## config.mk

```make
export PLATFORM = sky130hd
export DESIGN_NAME = pairreg_file
export DESIGN_NICKNAME = d
export VERILOG_FILES = /design/src/rtl/pairreg_pkg.sv /design/src/rtl/pairreg_adder16.sv /design/src/rtl/pairreg_stack_swap.sv /design/src/rtl/pairreg_file.sv
export SDC_FILE = /design/constraint.sdc
export NUM_CORES = 1
export LEC_CHECK = 0
export BUFFER_PORTS_ARGS = -buffer_cell sky130_fd_sc_hd__buf_2
export CELL_PAD_IN_SITES_DETAIL_PLACEMENT = 1
export CELL_PAD_IN_SITES_GLOBAL_PLACEMENT = 2
export CORE_ASPECT_RATIO = 1.75
export CORE_UTILIZATION = 37
export CTS_BUF_LIST = sky130_fd_sc_hd__clkbuf_4
export DETAILED_ROUTE_END_ITERATION = 8
export GPL_TIMING_DRIVEN = 1
export PLACE_DENSITY = 0.88
export SYNTH_ARGS = -nofsm -noshare
export SYNTH_HDL_FRONTEND = slang
export SYNTH_SLANG_ARGS = --single-unit
```

## constraint.sdc

```tcl
create_clock -name clk -period 8.9 [get_ports clk]
set_input_delay 1.78 -clock clk [delete_from_list [all_inputs] [get_ports clk]]
set_output_delay 1.78 -clock clk [all_outputs]
set_load 0.02 [all_outputs]
```

## src/rtl/pairreg_pkg.sv

```systemverilog
package pairreg_pkg;

    typedef enum logic [2:0] {
        OP_NONE  = 3'd0,
        OP_LOAD  = 3'd1,
        OP_INC   = 3'd2,
        OP_DEC   = 3'd3,
        OP_ADDHL = 3'd4,
        OP_XDEHL = 3'd5,
        OP_XSTK  = 3'd6,
        OP_RSVD  = 3'd7
    } pair_op_e;

    typedef enum logic [1:0] {
        AM_INC = 2'd0,
        AM_DEC = 2'd1,
        AM_ADD = 2'd2
    } add_mode_e;

    typedef enum logic [2:0] {
        SW_IDLE  = 3'd0,
        SW_RD_LO = 3'd1,
        SW_RD_HI = 3'd2,
        SW_WR_LO = 3'd3,
        SW_WR_HI = 3'd4
    } swap_state_e;

    localparam logic [2:0] IDX_B   = 3'd0;
    localparam logic [2:0] IDX_C   = 3'd1;
    localparam logic [2:0] IDX_D   = 3'd2;
    localparam logic [2:0] IDX_E   = 3'd3;
    localparam logic [2:0] IDX_H   = 3'd4;
    localparam logic [2:0] IDX_L   = 3'd5;
    localparam logic [2:0] IDX_MEM = 3'd6;
    localparam logic [2:0] IDX_A   = 3'd7;

    localparam logic [1:0] PR_BC = 2'd0;
    localparam logic [1:0] PR_DE = 2'd1;
    localparam logic [1:0] PR_HL = 2'd2;
    localparam logic [1:0] PR_SP = 2'd3;

endpackage

```

## src/rtl/pairreg_adder16.sv

```systemverilog
module pairreg_adder16
    import pairreg_pkg::*;
#(
    parameter int W = 16
) (
    input  logic [W-1:0] a,
    input  logic [W-1:0] b,
    input  add_mode_e    mode,
    output logic [W-1:0] sum,
    output logic         cout
);
    logic [W:0] wide;

    always_comb begin
        case (mode)
            AM_INC:  wide = {1'b0, a} + {{W{1'b0}}, 1'b1};
            AM_DEC:  wide = {1'b0, a - {{(W-1){1'b0}}, 1'b1}};
            AM_ADD:  wide = {1'b0, a} + {1'b0, b};
            default: wide = {1'b0, a};
        endcase
        sum  = wide[W-1:0];
        cout = (mode == AM_ADD) ? wide[W] : 1'b0;
    end

endmodule

```

## src/rtl/pairreg_stack_swap.sv

```systemverilog
module pairreg_stack_swap
    import pairreg_pkg::*;
#(
    parameter int DW = 8,
    parameter int AW = 16
) (
    input  logic          clk,
    input  logic          rst_n,
    input  logic          start,
    input  logic [AW-1:0] sp,
    input  logic [2*DW-1:0] hl,
    output logic          mem_req,
    output logic          mem_we,
    output logic [AW-1:0] mem_addr,
    output logic [DW-1:0] mem_wdata,
    input  logic [DW-1:0] mem_rdata,
    input  logic          mem_ack,
    output logic          busy,
    output logic          done,
    output logic [2*DW-1:0] swap_word
);
    typedef struct packed {
        swap_state_e   st;
        logic [DW-1:0] lo;
        logic [DW-1:0] hi;
    } sw_t;

    sw_t sw_d, sw_q;
    logic [AW-1:0] sp_next;

    assign sp_next = sp + {{(AW-1){1'b0}}, 1'b1};

    always_comb begin
        sw_d      = sw_q;
        mem_req   = 1'b0;
        mem_we    = 1'b0;
        mem_addr  = sp;
        mem_wdata = '0;
        done      = 1'b0;
        case (sw_q.st)
            SW_IDLE: begin
                if (start) sw_d.st = SW_RD_LO;
            end
            SW_RD_LO: begin
                mem_req = 1'b1;
                if (mem_ack) begin
                    sw_d.lo = mem_rdata;
                    sw_d.st = SW_RD_HI;
                end
            end
            SW_RD_HI: begin
                mem_req  = 1'b1;
                mem_addr = sp_next;
                if (mem_ack) begin
                    sw_d.hi = mem_rdata;
                    sw_d.st = SW_WR_LO;
                end
            end
            SW_WR_LO: begin
                mem_req   = 1'b1;
                mem_we    = 1'b1;
                mem_wdata = hl[DW-1:0];
                if (mem_ack) sw_d.st = SW_WR_HI;
            end
            SW_WR_HI: begin
                mem_req   = 1'b1;
                mem_we    = 1'b1;
                mem_addr  = sp_next;
                mem_wdata = hl[2*DW-1:DW];
                if (mem_ack) begin
                    done    = 1'b1;
                    sw_d.st = SW_IDLE;
                end
            end
            default: sw_d.st = SW_IDLE;
        endcase
    end

    always_ff @(posedge clk) begin
        if (!rst_n) begin
            sw_q <= '{st: SW_IDLE, lo: '0, hi: '0};
        end else begin
            sw_q <= sw_d;
        end
    end

    assign busy      = (sw_q.st != SW_IDLE);
    assign swap_word = {sw_q.hi, sw_q.lo};

    // a pending request keeps its address, direction and data until acknowledged
    assert_req_hold_R8: assert property (@(posedge clk) disable iff (!rst_n)
        (mem_req && !mem_ack) |=> (mem_req && $stable(mem_addr) && $stable(mem_we)
                                   && $stable(mem_wdata)));

    // the swap completes only through a final write acknowledge
    assert_done_on_write_R8: assert property (@(posedge clk) disable iff (!rst_n)
        done |-> (mem_req && mem_we && mem_ack));

endmodule

```

## src/rtl/pairreg_file.sv

```systemverilog
module pairreg_file
    import pairreg_pkg::*;
#(
    parameter int DW = 8
) (
    input  logic            clk,
    input  logic            rst_n,
    input  logic            wr8_en,
    input  logic [2:0]      wr8_idx,
    input  logic [DW-1:0]   wr8_data,
    input  logic [2:0]      rd8_idx,
    output logic [DW-1:0]   rd8_data,
    input  logic [1:0]      rd16_pair,
    output logic [2*DW-1:0] rd16_data,
    input  logic            psw_wr_en,
    input  logic [2*DW-1:0] psw_wr_data,
    output logic [2*DW-1:0] psw_rd,
    output logic            carry,
    input  logic            op_valid,
    input  logic [2:0]      op_code,
    input  logic [1:0]      op_pair,
    input  logic [2*DW-1:0] op_imm,
    output logic            busy,
    output logic            mem_req,
    output logic            mem_we,
    output logic [2*DW-1:0] mem_addr,
    output logic [DW-1:0]   mem_wdata,
    input  logic [DW-1:0]   mem_rdata,
    input  logic            mem_ack
);
    localparam int PW   = 2 * DW;
    localparam int NREG = 8;

    typedef struct packed {
        logic [NREG-1:0][DW-1:0] r;
        logic [PW-1:0]           sp;
        logic [DW-1:0]           flags;
    } rf_t;

    rf_t rf_d, rf_q;

    logic            accept;
    pair_op_e        op;
    logic [PW-1:0]   bc_q, de_q, hl_q, sel_val;
    logic [PW-1:0]   ar_sum;
    logic            ar_cout;
    add_mode_e       ar_mode;
    logic            sw_busy, sw_done, sw_start;
    logic [PW-1:0]   sw_word;
    logic            w16_en;
    logic [1:0]      w16_pair;
    logic [PW-1:0]   w16_val;

    assign op     = pair_op_e'(op_code);
    assign accept = op_valid && !sw_busy;
    assign bc_q   = {rf_q.r[IDX_B], rf_q.r[IDX_C]};
    assign de_q   = {rf_q.r[IDX_D], rf_q.r[IDX_E]};
    assign hl_q   = {rf_q.r[IDX_H], rf_q.r[IDX_L]};

    function automatic logic [PW-1:0] pick_pair(input logic [1:0] p, input rf_t s);
        case (p)
            PR_BC:   pick_pair = {s.r[IDX_B], s.r[IDX_C]};
            PR_DE:   pick_pair = {s.r[IDX_D], s.r[IDX_E]};
            PR_HL:   pick_pair = {s.r[IDX_H], s.r[IDX_L]};
            default: pick_pair = s.sp;
        endcase
    endfunction

    assign sel_val = pick_pair(op_pair, rf_q);

    always_comb begin
        case (op)
            OP_DEC:   ar_mode = AM_DEC;
            OP_ADDHL: ar_mode = AM_ADD;
            default:  ar_mode = AM_INC;
        endcase
    end

    pairreg_adder16 #(.W(PW)) u_adder (
        .a    (sel_val),
        .b    (hl_q),
        .mode (ar_mode),
        .sum  (ar_sum),
        .cout (ar_cout)
    );

    assign sw_start = accept && (op == OP_XSTK);

    pairreg_stack_swap #(.DW(DW), .AW(PW)) u_swap (
        .clk       (clk),
        .rst_n     (rst_n),
        .start     (sw_start),
        .sp        (rf_q.sp),
        .hl        (hl_q),
        .mem_req   (mem_req),
        .mem_we    (mem_we),
        .mem_addr  (mem_addr),
        .mem_wdata (mem_wdata),
        .mem_rdata (mem_rdata),
        .mem_ack   (mem_ack),
        .busy      (sw_busy),
        .done      (sw_done),
        .swap_word (sw_word)
    );

    always_comb begin
        rf_d     = rf_q;
        w16_en   = 1'b0;
        w16_pair = op_pair;
        w16_val  = op_imm;

        if (accept) begin
            case (op)
                OP_LOAD: w16_en = 1'b1;
                OP_INC, OP_DEC: begin
                    w16_en  = 1'b1;
                    w16_val = ar_sum;
                end
                OP_ADDHL: begin
                    w16_en      = 1'b1;
                    w16_pair    = PR_HL;
                    w16_val     = ar_sum;
                    rf_d.flags[0] = ar_cout;
                end
                OP_XDEHL: begin
                    rf_d.r[IDX_D] = rf_q.r[IDX_H];
                    rf_d.r[IDX_E] = rf_q.r[IDX_L];
                    rf_d.r[IDX_H] = rf_q.r[IDX_D];
                    rf_d.r[IDX_L] = rf_q.r[IDX_E];
                end
                default: ;
            endcase
        end else if (!sw_busy) begin
            if (wr8_en && (wr8_idx != IDX_MEM)) rf_d.r[wr8_idx] = wr8_data;
            if (psw_wr_en) begin
                rf_d.r[IDX_A] = psw_wr_data[PW-1:DW];
                rf_d.flags    = psw_wr_data[DW-1:0];
            end
        end

        if (w16_en) begin
            case (w16_pair)
                PR_BC:   {rf_d.r[IDX_B], rf_d.r[IDX_C]} = w16_val;
                PR_DE:   {rf_d.r[IDX_D], rf_d.r[IDX_E]} = w16_val;
                PR_HL:   {rf_d.r[IDX_H], rf_d.r[IDX_L]} = w16_val;
                default: rf_d.sp = w16_val;
            endcase
        end

        if (sw_done) {rf_d.r[IDX_H], rf_d.r[IDX_L]} = sw_word;
    end

    always_ff @(posedge clk) begin
        if (!rst_n) begin
            rf_q <= '0;
        end else begin
            rf_q <= rf_d;
        end
    end

    assign rd8_data  = (rd8_idx == IDX_MEM) ? '0 : rf_q.r[rd8_idx];
    assign rd16_data = pick_pair(rd16_pair, rf_q);
    assign psw_rd    = {rf_q.r[IDX_A], rf_q.flags};
    assign carry     = rf_q.flags[0];
    assign busy      = sw_busy;

    // pair increment and decrement leave the whole flag byte alone
    assert_incdec_flags_R4: assert property (@(posedge clk) disable iff (!rst_n)
        (accept && (op == OP_INC || op == OP_DEC)) |=> $stable(rf_q.flags));

    // the pair add may touch carry only
    assert_add_upper_flags_R5: assert property (@(posedge clk) disable iff (!rst_n)
        (accept && op == OP_ADDHL) |=> (rf_q.flags[DW-1:1] == $past(rf_q.flags[DW-1:1])));

    // the DE/HL swap exchanges both pairs in one step
    assert_xchg_de_hl_R7: assert property (@(posedge clk) disable iff (!rst_n)
        (accept && op == OP_XDEHL) |=> (hl_q == $past(de_q) && de_q == $past(hl_q)));

    // during a stack-top swap nothing moves the stack pointer or the general pairs
    assert_busy_freeze_R9: assert property (@(posedge clk) disable iff (!rst_n)
        sw_busy |=> ($stable(rf_q.sp) && $stable(bc_q) && $stable(rf_q.r[IDX_A])));

    // memory requests only exist while the swap is running
    assert_req_only_busy_R8: assert property (@(posedge clk) disable iff (!rst_n)
        mem_req |-> busy);

endmodule

```

==> impl_metrics.py, run 1 <==
metrics = {
    "synth": {
        "synth_commonest_cells": "nor2_1, dfxtp_1, nand2_1",
        "yosysSeqAreaShare_pct": 24.1,
        "synth_top_area_share_pct": 24.1,
        "ys_warn_count": 0,
        "synth_top_cell_by_area": "dfxtp_1",
        "avgSynthCellArea_um2": 7.85,
        "syn_nets": 1131,
        "synthesis.area_mm2": 0.00824,
        "synth_most_common_cell": "nor2_1",
        "synthFlopType": "dfxtp_1",
        "synth.area.top_cells": "dfxtp_1, mux4_2, nor2_1",
        "synth_cells": 1049,
        "synth.distinct_cells": 78,
        "synth-edff-count": 0,
        "yosys_register_bits": 99,
        "ys_async_sr_fraction_pct": 0,
    },
    "pwr": {
        "p_seq_share_pct": 46.1,
        "p_int_mw": 0.701,
        "vdd_ir_drop_max_v": 0.000106,
        "p_leak_nw": 3.57,
        "p_per_area_mw_per_mm2": 121,
        "total_power_mw": 1.10,
        "p_sw_share_pct": 36.3,
        "combPwrFrac_pct": 28.7,
        "power.switching_mw": 0.400,
        "p_clk_share_pct": 25.2,
    },
    "routing": {
        "drt_pass1_iterations": 5,
        "drt_iter0_markers": 630,
        "antenna_left": 0,
        "wl_per_cell_um": 23.9,
        "drc": 0,
        "vias_per_cell": 6.14,
        "vias": 8616,
        "wl_mm": 33.5,
    },
    "die": {
        "design.portCount": 135,
        "fp.dieW_um": 115,
        "chipHeight_um": 199,
        "die_area_mm2": 0.0229,
        "placeableCoreArea_mm2": 0.0217,
        "initial_core_util_pct": 38.0,
        "fp-row-count": 71,
    },
    "setup_path": {
        "path_cells": "buf_2 > nor3b_2 > buf_4 > nand2b_1 > ha_1 > ha_1 > a31o_2 > a31oi_1 > o31a_1 > o21ai_0 > a2111o_1 > a41oi_1 > o21ai_0 > a31oi_1",
        "endpoint": "hl_q[12]",
        "cp_slowest_cell": "nor3b_2",
        "worstPathRequired_ns": 9.33,
        "crit_fanout": 11,
        "crit_arrival_ns": 5.73,
        "r2r_start": "hl_q[5]",
        "rr_endpoint": "rf_q[23]",
        "crit_path_start_kind": "input port",
        "cpPeakStageDelay_ns": 0.75,
        "endpoint_kind": "register",
        "critPathKind": "input port to register",
        "path_depth": 14,
        "critPathBufInv": 2,
        "crit_path_start": "op_code[2]",
        "cp_top_family": "compound AO/OA/AOI/OAI gates",
        "worstRegToRegCells": 12,
        "r2r_slack_ns": 5.05,
    },
    "hold_path": {
        "hold_class": "register to register",
    },
    "outcome": {
        "outcome": "completed",
    },
    "clock_tree": {
        "cts_hold_buf": 0,
        "ctsResizeCount": 0,
        "cts_buffers": 9,
        "clkSlewWorstSetupHoldPaths_ns": 0.16,
        "cts_tree": "done",
        "h-tree-depth": 3,
        "clock_sinks": 99,
        "cts-root-buf": "clkbuf_4",
        "clock_latency_ns": 0.49,
        "clock_path_buffers": 2,
        "post_cts_buffers": 0,
    },
    "sta": {
        "slew_headroom_pct": 34.9,
        "tightest_slew_ns": 0.970,
        "setup_viol": 0,
        "fmax_ghz": 0.189,
        "hold_violations": 0,
        "period_needed_ns": 5.30,
        "skew_ns": 0.0136,
        "finalMaxSlewViolations": 0,
        "holdWs_ns": 0.464,
        "rsz0062_at_grt": "false",
        "fin_setup_tns_ns": 0,
        "post-route-period-util_pct": 59.5,
    },
    "final_layout": {
        "synthToLayoutAreaGrowth_pct": 10.5,
        "stdcell_count": 1404,
        "drive_above_1_share_pct": 21.7,
        "utilization_pct": 42.0,
        "fill_cells": 2778,
        "nets": 1188,
    },
    "global_routing": {
        "grt_usage_pct": 30.1,
        "grt_pass1_vias": 8704,
        "grt_pass1_wl_mm": 51.3,
        "grt_remaining_overflow": 0,
        "antenna_found_initial": 1,
        "grt_max_degree": 67,
    },
    "place": {
        "dp_cells": 1387,
        "dp_hpwl_mm": 26.2,
        "place_congestion": 0.964,
        "io_buffers": 134,
    },
    "flow_run": {
        "cap_violations": 0,
    },
}
==> cell families (layout without fill, tap and decap cells) <==
family	Yosys count	after routing	share of synthesized area [%]
AND/OR/NAND/NOR	380	380	22.1
AO/OA/AOI/OAI	304	304	23.3
buffers and inverters	118	180	6.44
flip-flops	99	99	24.1
multiplexers	89	89	17.1
XOR/XNOR	44	44	4.68
adder cells (fa/ha/maj)	15	15	2.28
other	0	1	0
==> through the flow <==
stage | area, um2 | worst slack [ns]
4_1_cts | 9090 | 3.66
3_3_place_gp | 8930 | 3.18
5_1_grt | 9100 | 3.32
2_1_floorplan | 8240 | 3.77
3_5_place_dp | 8930 | 3.12
6_report | 9100 | 3.60
==> power by group through the flow <==
| stage | logic [mW] | clock network [mW] | registers, mW |
|---|---|---|---|
| 2_1_floorplan | 0.234 | 0 | 0.488 |
| 3_3_place_gp | 0.308 | 0 | 0.513 |
| 3_5_place_dp | 0.314 | 0 | 0.514 |
| 4_1_cts | 0.315 | 0.282 | 0.505 |
| 5_1_grt | 0.342 | 0.300 | 0.508 |
| 6_report | 0.315 | 0.278 | 0.507 |
==> cell usage in the layout (no fill, tap or decap), drive strengths merged, types with 18 or more instances in the layout <==
cell    synthesis  layout
o21ai          80      80
a211oi         29      29
nor3           39      39
a21oi          74      74
nor2          135     135
nand2          99      99
mux2i          34      34
o22ai          33      33
xnor2          26      26
nand3          21      21
xor2           18      18
buf            36     148
dfxtp          99      99
mux4           40      40
==> registers in the layout (all words and copies together), names as in the netlist <==
signal,count
u_swap.swap_word,16
de_q,16
hl_q,16
psw_rd,15
carry,1
u_swap.sw_q,3
rf_q,16
bc_q,16
==> area by class of cell <==
| type | instances | area, um2 | area share (%) |
|---|---|---|---|
| diodes | 1 | 2.50 | 0.0275 |
| repair buffers | 148 | 776 | 8.53 |
| clock inverters | 7 | 92.6 | 1.02 |
| inverters | 16 | 60.1 | 0.660 |
| flip-flops and latches | 99 | 1980 | 21.8 |
| multi-input cells | 832 | 5750 | 63.2 |
| well taps | 292 | 365 | 4.02 |
| clock buffers | 9 | 67.6 | 0.743 |
==> worst min path at each step <==
stage	slack, ns	start	cells past startpoint	end
6_report	0.46	psw_rd[5]	2	psw_rd[5]
5_1_grt	0.49	psw_rd[5]	2	psw_rd[5]
4_1_cts	0.47	psw_rd[5]	2	psw_rd[5]
3_3_place_gp	0.44	psw_rd[6]	2	psw_rd[6]
3_5_place_dp	0.45	psw_rd[5]	2	psw_rd[5]
2_1_floorplan	0.44	psw_rd[1]	2	psw_rd[1]
==> worst register-to-register path, cell delays in order, from the launching register on <==
cell and delay (ns):
dfxtp_1 0.59, nor4bb_1 0.65, ha_1 0.33, nor2_1 0.06, and3_1 0.18, nor3_1 0.22
o21ai_0 0.17, a211o_1 0.32, a311o_1 0.39, o2111ai_1 0.24, xor2_1 0.10, o21ai_1 0.35
a31oi_1 0.15
==> metal layers <==
layer	track usage, %	wire [um]
met5	0	0
met4	22.1	2430
met2	52.6	16800
met1	33.6	12900
met3	2.91	1380
Power figures use the tool's default switching activity.
==> inputs of run 2 (changes only) <==
CORE_UTILIZATION = 31   (was 37)
PLACE_DENSITY = 0.79   (was 0.88)
clock period = 4.4 ns   (was 8.9 ns; I/O delays follow)
==> impl_metrics.py, run 2 (synthesis results as in run 1) <==
metrics = {
    "die": {
        "design.portCount": 135,
        "chipHeight_um": 218,
        "die_area_mm2": 0.0272,
        "fp-row-count": 78,
        "initial_core_util_pct": 31.6,
        "placeableCoreArea_mm2": 0.0261,
        "fp.dieW_um": 125,
    },
    "sta": {
        "slew_headroom_pct": 25.4,
        "finalMaxSlewViolations": 0,
        "rsz0062_at_grt": "false",
        "setup_viol": 0,
        "fmax_ghz": 0.256,
        "period_needed_ns": 3.91,
        "skew_ns": 0.0248,
        "post-route-period-util_pct": 88.9,
        "hold_violations": 0,
        "tightest_slew_ns": 1.11,
        "fin_setup_tns_ns": 0,
    },
    "hold_path": {
        "hold_class": "register to register",
        "worstHoldPathCells": 2,
    },
    "place": {
        "dp_hpwl_mm": 28.4,
        "io_buffers": 134,
        "placedInstanceArea_mm2": 0.00923,
        "place_congestion": 0.941,
    },
    "clock_tree": {
        "cts_tree": "done",
        "post_cts_buffers": 0,
        "clkSlewWorstSetupHoldPaths_ns": 0.15,
        "cts_hold_buf": 0,
        "cts_buffers": 9,
        "clock_sinks": 99,
        "clock_path_buffers": 2,
        "ctsResizeCount": 0,
        "h-tree-depth": 3,
        "cts-root-buf": "clkbuf_4",
        "clock_latency_ns": 0.52,
    },
    "global_routing": {
        "antenna_found_initial": 1,
        "grt_remaining_overflow": 0,
        "grt_pass1_vias": 8904,
        "grt_pass1_wl_mm": 53.4,
        "grt_max_degree": 51,
        "grt_usage_pct": 26.1,
    },
    "setup_path": {
        "worstPathRequired_ns": 3.52,
        "endpoint_kind": "output port",
        "path_cells": "xnor2_1 > nor2_1 > and4_1 > nand3_1 > nor2_1 > xor2_1 > buf_2",
        "crit_fanout": 10,
        "crit_arrival_ns": 3.03,
        "cpMostUsedCell": "nor2_1",
        "cpPeakStageDelay_ns": 0.58,
        "worstRegToRegCells": 10,
        "critPathKind": "register to output port",
        "cp_slowest_cell": "dfxtp_1",
        "crit_path_start_kind": "register",
    },
    "pwr": {
        "p_per_area_mw_per_mm2": 246,
        "p_leak_nw": 3.74,
        "vdd_ir_drop_max_v": 0.000127,
    },
    "final_layout": {
        "fin_area_mm2": 0.00941,
        "synthToLayoutAreaGrowth_pct": 14.3,
        "nets": 1222,
        "fill_cells": 3132,
        "drive_above_1_share_pct": 24.0,
        "final_cell_mix": "nor2_1, buf_2, nand2_1, dfxtp_1, o21ai_0",
    },
    "routing": {
        "drc": 10,
        "drt_pass1_iterations": 7,
        "drt_iter0_markers": 571,
        "vias": 8678,
        "wl_mm": 35.2,
        "antenna_left": 0,
        "wl_per_cell_um": 24.0,
        "vias_per_cell": 5.92,
    },
    "outcome": {
        "violations": "DRC",
        "outcome": "finished with violations",
    },
    "flow_run": {
        "cap_violations": 0,
    },
}
==> run 2: cell count changes in the layout (fill, tap and decap cells not counted) <==
cell        before  now
buf_4           14   48
clkinv_4         1    0
clkinv_2         1    0
clkinvlp_4       2    3
bufinv_16        2    3
==> run 2: layer usage <==
layer	wire (um)	global-route usage (%)	up-vias
met1	13400	28.5	4291
met5	0	0	-
met3	1250	2.75	95
met4	2470	17.8	0
met2	18100	47.4	274
li1	-	-	4018
==> run 2: final timing paths <==
kind                                       from      endpoint  slack (ns)
worst max-delay path            u_swap.sw_q[17]  mem_addr[11]        0.49
worst min-delay path                  psw_rd[7]     psw_rd[7]        0.47
worst max register to register          hl_q[2]      hl_q[14]        0.78
worst min register to register        psw_rd[7]     psw_rd[7]        0.47
==> run 2: through the flow <==
stage / cells / utilization (%) / power, mW / setup slack, ns / hold WS, ns
floorplan: 1049 / - / 1.46 / 0.208 / 0.437
finish: 1466 / 36.1 / 2.32 / 0.487 / 0.467
detailed placement: 1449 / 35.4 / 1.71 / 0.0679 / 0.451
global route: 1466 / 36.1 / 2.43 / 0.300 / 0.498
global placement: 1449 / 35.4 / 1.70 / 0.141 / 0.445
CTS: 1465 / 36.1 / 2.34 / 0.385 / 0.471
==> run 2: critical path, delay by kind of cell (launching register included) <==
kind                      cells  cell delay, ns
buffers and inverters         1            0.21
DFF                           1            0.58
xor gates and xnor gates      2            0.35
and+or+nand+nor               4            1.38
==> run 2: final cells by class <==
class,instances,area [um2],area share [%]
Clock inverter,7,116,1.24
Inverter,16,60.1,0.638
Sequential cell,99,1980,21.1
Timing Repair Buffer,182,1030,11.0
Multi-Input combinational cell,832,5750,61.1
Tap cell,320,400,4.25
Clock buffer,9,67.6,0.718
Antenna cell,1,2.50,0.0266
==> run 2: report_power, final <==
part / leakage [nW] / internal (mW) / switching [mW]
Clock: 0.0858 / 0.285 / 0.335
Combinational: 2.85 / 0.273 / 0.405
Sequential: 0.805 / 0.938 / 0.0827
Total: 3.74 / 1.50 / 0.823
==> inputs of run 3 (changes only) <==
CORE_ASPECT_RATIO = 1.4   (was 1.75)
CORE_UTILIZATION = 37   (was 31)
PLACE_DENSITY = 0.88   (was 0.79)
clock period = 4.8 ns   (was 4.4 ns; I/O delays follow)
==> impl_metrics.py, run 3 (synthesis results as in run 1) <==
metrics = {
    "clock_tree": {
        "cts_hold_buf": 0,
        "clkSlewWorstSetupHoldPaths_ns": 0.18,
        "cts_buffers": 9,
        "cts_tree": "done",
        "h-tree-depth": 3,
        "cts-root-buf": "clkbuf_4",
        "clock_sinks": 99,
        "clock_path_buffers": 2,
        "ctsResizeCount": 0,
        "post_cts_buffers": 0,
        "clock_latency_ns": 0.48,
    },
    "setup_path": {
        "cpPeakStageDelay_ns": 0.66,
        "crit_fanout": 17,
        "endpoint_kind": "register",
        "path_cells": "buf_2 > mux4_2 > xnor2_1 > ha_1 > a31o_2 > a31oi_1 > o31a_1 > o31ai_1 > mux2i_1 > o221ai_1 > and2_4 > a211oi_2",
        "crit_path_start_kind": "input port",
        "worstPathRequired_ns": 5.21,
        "critPathKind": "input port to register",
        "cp_slowest_cell": "mux4_2",
        "crit_arrival_ns": 4.48,
    },
    "die": {
        "design.portCount": 135,
        "placeableCoreArea_mm2": 0.0219,
        "chipHeight_um": 179,
        "fp-row-count": 64,
        "die_area_mm2": 0.0229,
        "fp.dieW_um": 128,
        "initial_core_util_pct": 37.7,
    },
    "pwr": {
        "p_per_area_mw_per_mm2": 214,
        "combPwrFrac_pct": 30.5,
        "p_seq_share_pct": 47.1,
        "p_clk_share_pct": 22.4,
        "vdd_ir_drop_max_v": 0.000138,
        "power.switching_mw": 0.760,
        "p_int_mw": 1.22,
        "p_leak_nw": 3.66,
        "p_sw_share_pct": 38.4,
    },
    "flow_run": {
        "cap_violations": 0,
    },
    "sta": {
        "fmax_ghz": 0.246,
        "slew_headroom_pct": 27.8,
        "hold_violations": 0,
        "tightest_slew_ns": 1.08,
        "skew_ns": 0.0200,
        "fin_setup_tns_ns": 0,
        "period_needed_ns": 4.07,
        "finalMaxSlewViolations": 0,
        "setup_viol": 0,
        "post-route-period-util_pct": 84.7,
        "rsz0062_at_grt": "false",
    },
    "place": {
        "dp_cells": 1413,
        "place_congestion": 0.940,
        "io_buffers": 134,
        "dp_hpwl_mm": 25.8,
    },
    "global_routing": {
        "met3_usage_pct": 2.22,
        "grt_usage_pct": 28.9,
        "grt_pass1_vias": 8518,
        "grt_remaining_overflow": 0,
        "antenna_found_initial": 1,
        "grt_use_met1_pct": 35.4,
        "busiest_layer": "met2",
        "grt_util_met2_pct": 49.6,
        "grt_max_degree": 37,
        "grt_pass1_wl_mm": 49.5,
    },
    "final_layout": {
        "final_cell_mix": "nor2_1, buf_2, nand2_1, dfxtp_1, o21ai_0",
        "stdcell_count": 1430,
        "fill_cells": 2743,
        "synthToLayoutAreaGrowth_pct": 12.0,
        "nets": 1209,
        "drive_above_1_share_pct": 23.2,
    },
    "hold_path": {
        "hold_class": "register to register",
    },
    "routing": {
        "drt_iter0_markers": 577,
        "drt_pass1_iterations": 5,
        "wl_mm": 32.5,
        "vias_per_cell": 6.02,
        "drc": 0,
        "vias": 8607,
        "wl_per_cell_um": 22.7,
        "antenna_left": 0,
    },
    "outcome": {
        "outcome": "completed",
    },
}
## run 3: cell count changes in the layout (fill, tap and decap cells not counted)
cell | before | now
buf_4 | 48 | 35
bufinv_16 | 3 | 0
inv_6 | 0 | 3
clkinvlp_4 | 3 | 1
clkinv_1 | 3 | 2
clkinv_2 | 0 | 1
clkinv_4 | 0 | 1
inv_8 | 0 | 1
## run 3: path summary, 6_finish.rpt
kind | cells past startpoint | end | slack, ns | startpoint
worst max-delay path | 12 | rf_q[22] | 0.73 | op_pair[0]
worst min-delay path | 2 | psw_rd[4] | 0.47 | psw_rd[4]
worst max register to register | 11 | hl_q[12] | 1.21 | rf_q[8]
worst min register to register | 2 | psw_rd[4] | 0.47 | psw_rd[4]
## run 3: layout make-up
| type | count | area, um2 | area share [%] |
|---|---|---|---|
| clock buffer | 9 | 67.6 | 0.732 |
| inverter | 16 | 60.1 | 0.651 |
| multi-input combinational | 832 | 5750 | 62.3 |
| clock inverter | 7 | 58.8 | 0.637 |
| sequential | 99 | 1980 | 21.5 |
| timing repair buffer | 169 | 933 | 10.1 |
| tap | 297 | 372 | 4.03 |
| antenna | 1 | 2.50 | 0.0271 |
## run 3: stage by stage
step / hold slack (ns) / total power [mW] / setup WS (ns) / cell area, um2 / utilization, %
floorplan: 0.437 / 1.34 / 0.528 / 8240 / -
global placement: 0.444 / 1.53 / 0.320 / 9100 / 41.6
detailed placement: 0.454 / 1.55 / 0.246 / 9100 / 41.6
CTS: 0.475 / 1.98 / 0.760 / 9230 / 42.2
global route: 0.491 / 2.07 / 0.460 / 9230 / 42.2
finish: 0.469 / 1.98 / 0.733 / 9230 / 42.2
## run 3: metal layers
layer,wire [um],up-vias
li1,-,3996
met1,13500,4249
met2,15700,287
met3,1440,75
met4,1910,0
met5,0,-
## run 3: worst max-delay path: cells and delay by family
kind | cells | cell delay (ns)
simple gates | 1 | 0.24
xor+xnor | 1 | 0.22
compound gates | 6 | 1.58
fa+ha+maj | 1 | 0.21
buf+inv | 1 | 0.35
mux | 2 | 0.91
## run 3: power groups by stage
stage | Clock (mW) | Sequential (mW) | Combinational, mW
6_report | 0.443 | 0.933 | 0.603
5_1_grt | 0.479 | 0.936 | 0.656
4_1_cts | 0.445 | 0.930 | 0.601
3_5_place_dp | 0 | 0.947 | 0.599
3_3_place_gp | 0 | 0.945 | 0.589
2_1_floorplan | 0 | 0.904 | 0.433
